`src/rtl/dll_tap_pkg.sv`:
```
package dll_tap_pkg;

    typedef enum logic [1:0] {
        DIR_NONE = 2'b00,
        DIR_UP   = 2'b01,
        DIR_DN   = 2'b10
    } step_dir_e;

    typedef struct packed {
        logic coarse;
        logic ext;
        logic park;
    } ctrl_t;

    localparam int unsigned CTRL_PARK_BIT   = 0;
    localparam int unsigned CTRL_EXT_BIT    = 1;
    localparam int unsigned CTRL_COARSE_BIT = 2;
    localparam int unsigned CTRL_USED_W     = 3;

    localparam int unsigned ADDR_CTRL   = 0;
    localparam int unsigned ADDR_TAP    = 1;
    localparam int unsigned ADDR_STATUS = 2;

    localparam int unsigned STAT_LOCK_BIT = 0;
    localparam int unsigned STAT_OOR_BIT  = 1;

    // Conflicting or absent requests mean "hold".
    function automatic step_dir_e decode_dir(input logic lag, input logic lead);
        if (lag && !lead) begin
            return DIR_UP;
        end else if (lead && !lag) begin
            return DIR_DN;
        end
        return DIR_NONE;
    endfunction

endpackage

```
`src/rtl/dll_cfg_regs.sv`:
```
module dll_cfg_regs
    import dll_tap_pkg::*;
#(
    parameter int unsigned DATA_W = 8,
    parameter int unsigned ADDR_W = 2,
    parameter int unsigned TAP_W  = 7
) (
    input  logic              clk,
    input  logic              rst_n,
    input  logic              wr_en,
    input  logic [ADDR_W-1:0] wr_addr,
    input  logic [DATA_W-1:0] wr_data,
    input  logic [ADDR_W-1:0] rd_addr,
    output logic [DATA_W-1:0] rd_data,
    input  logic [TAP_W-1:0]  tap_i,
    input  logic              lock_i,
    input  logic              oor_i,
    output logic              park_o,
    output logic              armed_o,
    output logic              ext_o,
    output logic              coarse_o,
    output logic              release_o
);

    typedef struct packed {
        ctrl_t ctrl;
        logic  sh_ext;
        logic  sh_coarse;
        logic  armed;
    } cfg_state_t;

    cfg_state_t state_d, state_q;
    logic       wr_ctrl;
    logic       unused_wdata;

    assign unused_wdata = ^wr_data[DATA_W-1:CTRL_USED_W];

    always_comb begin
        state_d   = state_q;
        wr_ctrl   = wr_en && (wr_addr == ADDR_W'(ADDR_CTRL));
        release_o = wr_ctrl && state_q.ctrl.park && !wr_data[CTRL_PARK_BIT];
        if (wr_ctrl) begin
            state_d.ctrl.park   = wr_data[CTRL_PARK_BIT];
            state_d.ctrl.ext    = wr_data[CTRL_EXT_BIT];
            state_d.ctrl.coarse = wr_data[CTRL_COARSE_BIT];
        end
        if (release_o) begin
            state_d.sh_ext    = wr_data[CTRL_EXT_BIT];
            state_d.sh_coarse = wr_data[CTRL_COARSE_BIT];
            state_d.armed     = 1'b1;
        end
    end

    always_ff @(posedge clk or negedge rst_n) begin
        if (!rst_n) begin
            state_q <= '0;
        end else begin
            state_q <= state_d;
        end
    end

    always_comb begin
        rd_data = '0;
        unique case (rd_addr)
            ADDR_W'(ADDR_CTRL): begin
                rd_data[CTRL_PARK_BIT]   = state_q.ctrl.park;
                rd_data[CTRL_EXT_BIT]    = state_q.ctrl.ext;
                rd_data[CTRL_COARSE_BIT] = state_q.ctrl.coarse;
            end
            ADDR_W'(ADDR_TAP): begin
                rd_data[TAP_W-1:0] = tap_i;
            end
            ADDR_W'(ADDR_STATUS): begin
                rd_data[STAT_LOCK_BIT] = lock_i;
                rd_data[STAT_OOR_BIT]  = oor_i;
            end
            default: rd_data = '0;
        endcase
    end

    assign park_o   = state_q.ctrl.park;
    assign armed_o  = state_q.armed;
    assign ext_o    = state_q.sh_ext;
    assign coarse_o = state_q.sh_coarse;

endmodule

```
`src/rtl/dll_eval_timer.sv`:
```
module dll_eval_timer #(
    parameter int unsigned INTERVAL = 5
) (
    input  logic clk,
    input  logic rst_n,
    input  logic hold,
    output logic tick
);

    localparam int unsigned CNT_W = (INTERVAL > 1) ? $clog2(INTERVAL) : 1;
    localparam logic [CNT_W-1:0] CNT_LAST = CNT_W'(INTERVAL - 1);

    typedef struct packed {
        logic [CNT_W-1:0] cnt;
    } tmr_state_t;

    tmr_state_t state_d, state_q;

    always_comb begin
        state_d = state_q;
        tick    = !hold && (state_q.cnt == CNT_LAST);
        if (hold || tick) begin
            state_d.cnt = '0;
        end else begin
            state_d.cnt = state_q.cnt + CNT_W'(1);
        end
    end

    always_ff @(posedge clk or negedge rst_n) begin
        if (!rst_n) begin
            state_q <= '0;
        end else begin
            state_q <= state_d;
        end
    end

endmodule

```
`src/rtl/dll_tap_step.sv`:
```
module dll_tap_step
    import dll_tap_pkg::*;
#(
    parameter int unsigned TAP_COUNT = 128,
    parameter int unsigned PARK_TAP  = 12,
    parameter int unsigned TAP_W     = $clog2(TAP_COUNT)
) (
    input  logic             clk,
    input  logic             rst_n,
    input  logic             hold,
    input  logic             tick,
    input  step_dir_e        dir,
    output logic [TAP_W-1:0] tap_o,
    output logic             oor_o
);

    localparam logic [TAP_W-1:0] TAP_MAX  = TAP_W'(TAP_COUNT - 1);
    localparam logic [TAP_W-1:0] TAP_PARK = TAP_W'(PARK_TAP);

    typedef struct packed {
        logic [TAP_W-1:0] tap;
        logic             oor;
    } step_state_t;

    step_state_t state_d, state_q;

    always_comb begin
        state_d = state_q;
        if (hold) begin
            state_d.tap = TAP_PARK;
            state_d.oor = 1'b0;
        end else if (tick) begin
            unique case (dir)
                DIR_UP: begin
                    if (state_q.tap == TAP_MAX) begin
                        state_d.oor = 1'b1;
                    end else begin
                        state_d.tap = state_q.tap + TAP_W'(1);
                    end
                end
                DIR_DN: begin
                    if (state_q.tap == '0) begin
                        state_d.oor = 1'b1;
                    end else begin
                        state_d.tap = state_q.tap - TAP_W'(1);
                    end
                end
                default: state_d = state_q;
            endcase
        end
    end

    always_ff @(posedge clk or negedge rst_n) begin
        if (!rst_n) begin
            state_q.tap <= TAP_PARK;
            state_q.oor <= 1'b0;
        end else begin
            state_q <= state_d;
        end
    end

    assign tap_o = state_q.tap;
    assign oor_o = state_q.oor;

endmodule

```
`src/rtl/dll_lock_detect.sv`:
```
module dll_lock_detect
    import dll_tap_pkg::*;
#(
    parameter int unsigned REV_TO_LOCK   = 2,
    parameter int unsigned RUN_TO_UNLOCK = 3
) (
    input  logic      clk,
    input  logic      rst_n,
    input  logic      hold,
    input  logic      tick,
    input  step_dir_e dir,
    output logic      locked_o
);

    localparam int unsigned REV_W = $clog2(REV_TO_LOCK + 1);
    localparam int unsigned RUN_W = $clog2(RUN_TO_UNLOCK + 1);
    localparam logic [REV_W-1:0] REV_MAX = REV_W'(REV_TO_LOCK);
    localparam logic [RUN_W-1:0] RUN_MAX = RUN_W'(RUN_TO_UNLOCK);

    typedef struct packed {
        step_dir_e        prev;
        logic [RUN_W-1:0] run;
        logic [REV_W-1:0] rev;
        logic             lock;
    } lock_state_t;

    lock_state_t state_d, state_q;

    always_comb begin
        state_d = state_q;
        if (hold) begin
            state_d = '0;
        end else if (tick && (dir != DIR_NONE)) begin
            if (state_q.prev == DIR_NONE) begin
                state_d.run = RUN_W'(1);
                state_d.rev = '0;
            end else if (dir == state_q.prev) begin
                state_d.run = (state_q.run == RUN_MAX) ? RUN_MAX : state_q.run + RUN_W'(1);
                state_d.rev = '0;
            end else begin
                state_d.run = RUN_W'(1);
                state_d.rev = (state_q.rev == REV_MAX) ? REV_MAX : state_q.rev + REV_W'(1);
            end
            state_d.prev = dir;
            if (state_d.rev == REV_MAX) begin
                state_d.lock = 1'b1;
            end else if (state_d.run == RUN_MAX) begin
                state_d.lock = 1'b0;
            end
        end
    end

    always_ff @(posedge clk or negedge rst_n) begin
        if (!rst_n) begin
            state_q <= '0;
        end else begin
            state_q <= state_d;
        end
    end

    assign locked_o = state_q.lock;

endmodule

```
`src/rtl/dll_tap_ctrl.sv`:
```
module dll_tap_ctrl
    import dll_tap_pkg::*;
#(
    parameter int unsigned TAP_COUNT     = 128,
    parameter int unsigned PARK_TAP      = 12,
    parameter int unsigned INTERVAL      = 5,
    parameter int unsigned REV_TO_LOCK   = 2,
    parameter int unsigned RUN_TO_UNLOCK = 3,
    parameter int unsigned DATA_W        = 8,
    parameter int unsigned ADDR_W        = 2,
    localparam int unsigned TAP_W        = $clog2(TAP_COUNT)
) (
    input  logic              clk,
    input  logic              rst_n,
    input  logic              cmp_lag,
    input  logic              cmp_lead,
    input  logic              wr_en,
    input  logic [ADDR_W-1:0] wr_addr,
    input  logic [DATA_W-1:0] wr_data,
    input  logic [ADDR_W-1:0] rd_addr,
    output logic [DATA_W-1:0] rd_data,
    output logic [TAP_W-1:0]  tap_sel_o,
    output logic              ext_range_o,
    output logic              coarse_step_o,
    output logic              locked_o
);

    logic      park_w;
    logic      armed_w;
    logic      hold_w;
    logic      eval_tick_w;
    logic      oor_w;
    logic      release_w;
    step_dir_e dir_w;

    assign dir_w  = decode_dir(cmp_lag, cmp_lead);
    assign hold_w = park_w || !armed_w;

    dll_cfg_regs #(
        .DATA_W (DATA_W),
        .ADDR_W (ADDR_W),
        .TAP_W  (TAP_W)
    ) cfg_i (
        .clk       (clk),
        .rst_n     (rst_n),
        .wr_en     (wr_en),
        .wr_addr   (wr_addr),
        .wr_data   (wr_data),
        .rd_addr   (rd_addr),
        .rd_data   (rd_data),
        .tap_i     (tap_sel_o),
        .lock_i    (locked_o),
        .oor_i     (oor_w),
        .park_o    (park_w),
        .armed_o   (armed_w),
        .ext_o     (ext_range_o),
        .coarse_o  (coarse_step_o),
        .release_o (release_w)
    );

    dll_eval_timer #(
        .INTERVAL (INTERVAL)
    ) timer_i (
        .clk   (clk),
        .rst_n (rst_n),
        .hold  (hold_w),
        .tick  (eval_tick_w)
    );

    dll_tap_step #(
        .TAP_COUNT (TAP_COUNT),
        .PARK_TAP  (PARK_TAP),
        .TAP_W     (TAP_W)
    ) step_i (
        .clk   (clk),
        .rst_n (rst_n),
        .hold  (hold_w),
        .tick  (eval_tick_w),
        .dir   (dir_w),
        .tap_o (tap_sel_o),
        .oor_o (oor_w)
    );

    dll_lock_detect #(
        .REV_TO_LOCK   (REV_TO_LOCK),
        .RUN_TO_UNLOCK (RUN_TO_UNLOCK)
    ) lock_i (
        .clk      (clk),
        .rst_n    (rst_n),
        .hold     (hold_w),
        .tick     (eval_tick_w),
        .dir      (dir_w),
        .locked_o (locked_o)
    );

endmodule

```
`config.mk`:
```
export PLATFORM = sky130hd
export DESIGN_NAME = dll_tap_ctrl
export DESIGN_NICKNAME = d
export VERILOG_FILES = /design/src/rtl/dll_tap_pkg.sv /design/src/rtl/dll_cfg_regs.sv /design/src/rtl/dll_eval_timer.sv /design/src/rtl/dll_tap_step.sv /design/src/rtl/dll_lock_detect.sv /design/src/rtl/dll_tap_ctrl.sv
export SDC_FILE = /design/constraint.sdc
export NUM_CORES = 1
export LEC_CHECK = 0
export ABC_AREA = 1
export BUFFER_PORTS_ARGS = -buffer_cell sky130_fd_sc_hd__buf_2
export CAP_MARGIN = 40
export CORE_ASPECT_RATIO = 1.5
export CORE_MARGIN = 2
export CORE_UTILIZATION = 50
export CTS_CLUSTER_DIAMETER = 50
export DETAILED_ROUTE_END_ITERATION = 7
export PLACE_DENSITY = 0.74
export SLEW_MARGIN = 20
export SYNTH_ARGS = -nofsm -noshare
export SYNTH_HDL_FRONTEND = slang
export SYNTH_SLANG_ARGS = --single-unit
```
`constraint.sdc`:
```
create_clock -name clk -period 2.95 [get_ports clk]
set_clock_uncertainty 0.2 [all_clocks]
set_input_delay 0.1475 -clock clk [delete_from_list [all_inputs] [get_ports clk]]
set_output_delay 0.1475 -clock clk [all_outputs]
set_load 0.005 [all_outputs]
```
==> implementation parameters <==
Parameter                              Value

Outcome
  Status ... complete, no violations

Route
  Post-route DRC violation count ... 0
  Routed wire length per instance ... 11.7 um
  Drt first-iter violations ... 20
  Drt total wl ... 3.50 mm
  Average vias per placed instance ... 4.94
  Total number of vias ... 1473
  Router iterations before antenna repair ... 4
  ANT nets after route ... 0

Synthesis
  Post-Synthesis Cell Area ... 0.00163 mm2
  Cell variety after synth ... 33
  Most common flop cell mapped by yosys ... sky130_fd_sc_hd__dfrtp_1
  Synth Warn # ... 0
  Mean instance size in the synthesized netlist ... 7.26 um2
  Flop and latch count out of synthesis ... 24
  Async S/R FF share, synth ... 1.00
  Post-synthesis instance total ... 224
  Synth Net Count ... 249
  Sequential cell area fraction in the yosys report ... 0.371
  Number of enable flip-flop cells after synthesis ... 0

Hold path
  Min-Delay Path Class ... primary input to register

Clocking
  Clk_lat worst skew ... 0.27 ns
  Clk root buf ... sky130_fd_sc_hd__clkbuf_8
  Number of buffers added by the clock tree synthesis step ... 3
  CTS tree ... done
  Clock Pin Slew Worst Setup and Hold Paths ... 0.09 ns
  Buffer levels on the longest clock path ... 2
  Level count of the clock H-tree ... 1
  Number of sinks on the clock net ... 24

Layout
  Area of all placed cells without fillers ... 0.00191 mm2
  Post-route core utilization ... 0.610
  Inserted Diodes ... 0
  Number of nets in the final layout ... 284
  Fraction of layout cells with a size suffix above 1 ... 0.225
  Non-filler cells, final ... 298
  Synthesis-to-finish area growth ... 17.4%

Critical path
  Crit path capture type ... register
  Critical Setup Path Class ... primary input to register
  Reg-to-reg critical path startpoint ... step_i.tap_o[1]$_DFFE_PN0P_
  CP arrival ... 1.83 ns
  Register-to-register path setup slack ... 1.16 ns
  Most frequent cell on the critical path ... sky130_fd_sc_hd__nand2_1
  Data required time at the worst endpoint ... 2.92 ns
  Max stage delay on crit path ... 0.49 ns
  Crit path to ... step_i.tap_o[6]$_DFFE_PN0P_
  Kind of cell adding the most delay to the critical path ... adder cells
  Buffers and inverters on the worst path ... 3
  Slowest stage cell on the critical path ... sky130_fd_sc_hd__ha_1
  R2r worst-path depth ... 10
  Worst-path maximum fanout ... 11
  List of cells traversed by the critical path ... buf_2, inv_1, ha_1, nand2_1, nand2_1, inv_1, ha_1, o21bai_1, nand3b_1, nand3_1, nand3_1, nand2_1
  Terminus of the critical flop-to-flop path ... step_i.tap_o[6]$_DFFE_PN0P_
  Levels on crit path ... 12
  First element of the critical path ... cmp_lag
  Critical Path Start Type ... primary input

Global route
  Gr ovfl total ... 0
  Via count of the first global-routing pass ... 1468
  Number of antenna violations at the first check in global routing ... 0
  Maximum number of pins on one net before global-route repair ... 25
  Overall fraction of global-route tracks in use ... 0.217
  First-pass GRT wire length ... 6.17 mm

Placed design
  Total cell area at the placement stage ... 0.00180 mm2
  Final Wtd Congestion ... 0.862
  Buffers added on ports ... 28
  Cell total after placement ... 290
  HPWL reported at the end of detailed placement ... 2.67 mm

Pwr
  Pwr/cell area ... 555 mW/mm2
  Worst voltage drop across the vdd grid ... 403 uV
  Leakage power ... 1.01 nW

Timing
  Endpoints failing setup ... 0
  Tcrit/Tclk final ... 0.633
  Worst max-slew margin expressed relative to the limit ... 0.637
  Setup repair after global routing missed its margin ... false
  Highest clock frequency the design can meet ... 0.536 GHz
  Final hold violation count ... 0
  Shortest period the worst path allows ... 1.87 ns
  Measured slew at the worst slew-check pin ... 0.544 ns
  Post-Route Setup TNS ... 0 ns
  Number of max-slew violations in the final report ... 0

Floorplan
  Starting utilization of the core area ... 0.520
  X dimension of the die ... 50.6 um
  Full die area ... 0.00373 mm2
  Die boundary height ... 73.8 um
  Number of rows in the core area ... 25
  Area inside the core boundary ... 0.00313 mm2
  Count of boundary I/O pins ... 35

Run
  Max-cap violations ... 0
## synth_stat cells (2+ instances only)
cell type	n	area share
sky130_fd_sc_hd__o21ai_2	2	0.011
sky130_fd_sc_hd__xnor2_1	3	0.016
sky130_fd_sc_hd__a21oi_1	5	0.015
sky130_fd_sc_hd__dfrtp_1	22	0.34
sky130_fd_sc_hd__ha_1	8	0.062
sky130_fd_sc_hd__nand4_1	3	0.012
sky130_fd_sc_hd__nand3_2	2	0.012
sky130_fd_sc_hd__o21bai_1	2	0.0092
sky130_fd_sc_hd__nand2_1	65	0.15
sky130_fd_sc_hd__nand2_2	4	0.015
sky130_fd_sc_hd__inv_2	5	0.012
sky130_fd_sc_hd__nand3_1	11	0.034
sky130_fd_sc_hd__nor2_4	2	0.014
sky130_fd_sc_hd__nor2_1	23	0.053
sky130_fd_sc_hd__dfstp_2	2	0.032
sky130_fd_sc_hd__nand3b_1	2	0.0092
sky130_fd_sc_hd__o21ai_0	11	0.034
sky130_fd_sc_hd__nor2_2	5	0.019
sky130_fd_sc_hd__o211ai_1	2	0.0092
sky130_fd_sc_hd__o22ai_1	2	0.0077
sky130_fd_sc_hd__inv_1	30	0.069
sky130_fd_sc_hd__xor2_1	2	0.011
## how the worst min path moves through the flow
stage,startpoint,to,slack (ns),cells after the start
after detailed placement,rst_n,cfg_i.coarse_o$_DFFE_PN0P_,-0.03,1
after floorplan,rst_n,cfg_i.armed_o$_DFFE_PN0P_,-0.35,0
after global placement,rst_n,cfg_i.coarse_o$_DFFE_PN0P_,-0.03,1
after CTS,wr_addr[0],cfg_i.park_o$_DFFE_PN0P_,0.05,4
after global routing,wr_en,cfg_i.park_o$_DFFE_PN0P_,0.07,3
final,wr_en,cfg_i.park_o$_DFFE_PN0P_,0.05,3
## report_power, final
part	internal (W)	switching [W]
sequential	0.000377	0.0000530
clock	0.000182	0.000111
combinational	0.000132	0.000205
## placed cells by master, fill, tap and decap left out
cell	synthesis	layout
sky130_fd_sc_hd__nand3b_1	2	2
sky130_fd_sc_hd__xor2_1	2	2
sky130_fd_sc_hd__dlygate4sd3_1	0	4
sky130_fd_sc_hd__or2_0	1	1
sky130_fd_sc_hd__buf_2	0	28
sky130_fd_sc_hd__nand2_4	1	1
sky130_fd_sc_hd__xnor2_1	3	3
sky130_fd_sc_hd__o21ai_1	1	1
sky130_fd_sc_hd__a31o_2	1	1
sky130_fd_sc_hd__nand3_2	2	2
sky130_fd_sc_hd__o21ai_0	11	11
sky130_fd_sc_hd__a21oi_1	5	5
sky130_fd_sc_hd__dfrtp_1	22	22
sky130_fd_sc_hd__nand4_1	3	3
sky130_fd_sc_hd__o21ai_2	2	2
sky130_fd_sc_hd__ha_1	8	8
sky130_fd_sc_hd__nor2_4	2	2
sky130_fd_sc_hd__inv_4	1	1
sky130_fd_sc_hd__bufinv_16	0	1
sky130_fd_sc_hd__nand3_1	11	11
sky130_fd_sc_hd__clkbuf_8	0	3
sky130_fd_sc_hd__nor2_1	23	23
sky130_fd_sc_hd__o211ai_1	2	2
sky130_fd_sc_hd__a31oi_1	1	1
sky130_fd_sc_hd__o21bai_1	2	2
sky130_fd_sc_hd__conb_1	1	1
sky130_fd_sc_hd__dfstp_2	2	2
sky130_fd_sc_hd__nand2_1	65	65
sky130_fd_sc_hd__o22ai_1	2	2
sky130_fd_sc_hd__inv_1	30	30
sky130_fd_sc_hd__nor3_1	1	1
sky130_fd_sc_hd__nand2_2	4	4
sky130_fd_sc_hd__nand3_4	1	1
sky130_fd_sc_hd__inv_2	5	5
sky130_fd_sc_hd__nor2_2	5	5
## cell type report
type / instances / area (um2)
clock buffer: 3 / 41.3
clock inverter: 1 / 30.0
fill: 315 / 1220
inverter: 36 / 138
multi-input combinational: 162 / 866
sequential: 24 / 603
tap: 40 / 50.0
timing repair buffer: 32 / 180
## timing repair
item	4_1_cts	5_1_grt
buffers inserted	0	0
hold buffers	4	0
hold endpoints to repair	27	0
gates resized for setup	0	0
endpoints found under the setup margin	0	0
## sequential cells by signal, summed over array words and instances, names as in the netlist
register	cells
cfg_i.coarse_o	1
timer_i.state_q	3
cfg_i.park_o	1
lock_i.state_q	6
step_i.oor_o	1
cfg_i.state_q	2
step_i.tap_o	7
lock_i.locked_o	1
cfg_i.armed_o	1
cfg_i.ext_o	1
## per-stage QoR
stage / setup slack [ns] / hold WS (ns) / power [W]
after detailed placement: 0.781 / -0.0313 / 0.000770
after global routing: 0.893 / 0.0732 / 0.00113
after global placement: 0.795 / -0.0332 / 0.000764
after floorplan: 1.23 / -0.348 / 0.000663
final: 1.08 / 0.0454 / 0.00106
after CTS: 1.06 / 0.0547 / 0.00106
## logic make-up after synthesis
logic type | synth area share
buffers and inverters | 0.0962
xor gates and xnor gates | 0.0269
adders and majority gates | 0.0616
and+or+nand+nor | 0.343
other | 0.00231
DFF | 0.371
AOI/OAI and AO/OA | 0.0985
## per-layer routing
layer | wire length [um] | GRT usage | up-vias | part of all wire
li1 | - | - | 770 | -
met1 | 1490 | 0.240 | 679 | 0.43
met2 | 1870 | 0.417 | 17 | 0.53
met3 | 54 | 0.0183 | 7 | 0.015
met4 | 85 | 0.0901 | 0 | 0.024
met5 | 0 | 0 | - | 0
## worst min-delay path: cells and delay by family
kind / cells / cell delay (ns)
buffers and inverters: 1 / 0.09
and+or+nand+nor: 1 / 0.14
AOI/OAI and AO/OA: 1 / 0.09
Power figures use the tool's default switching activity.
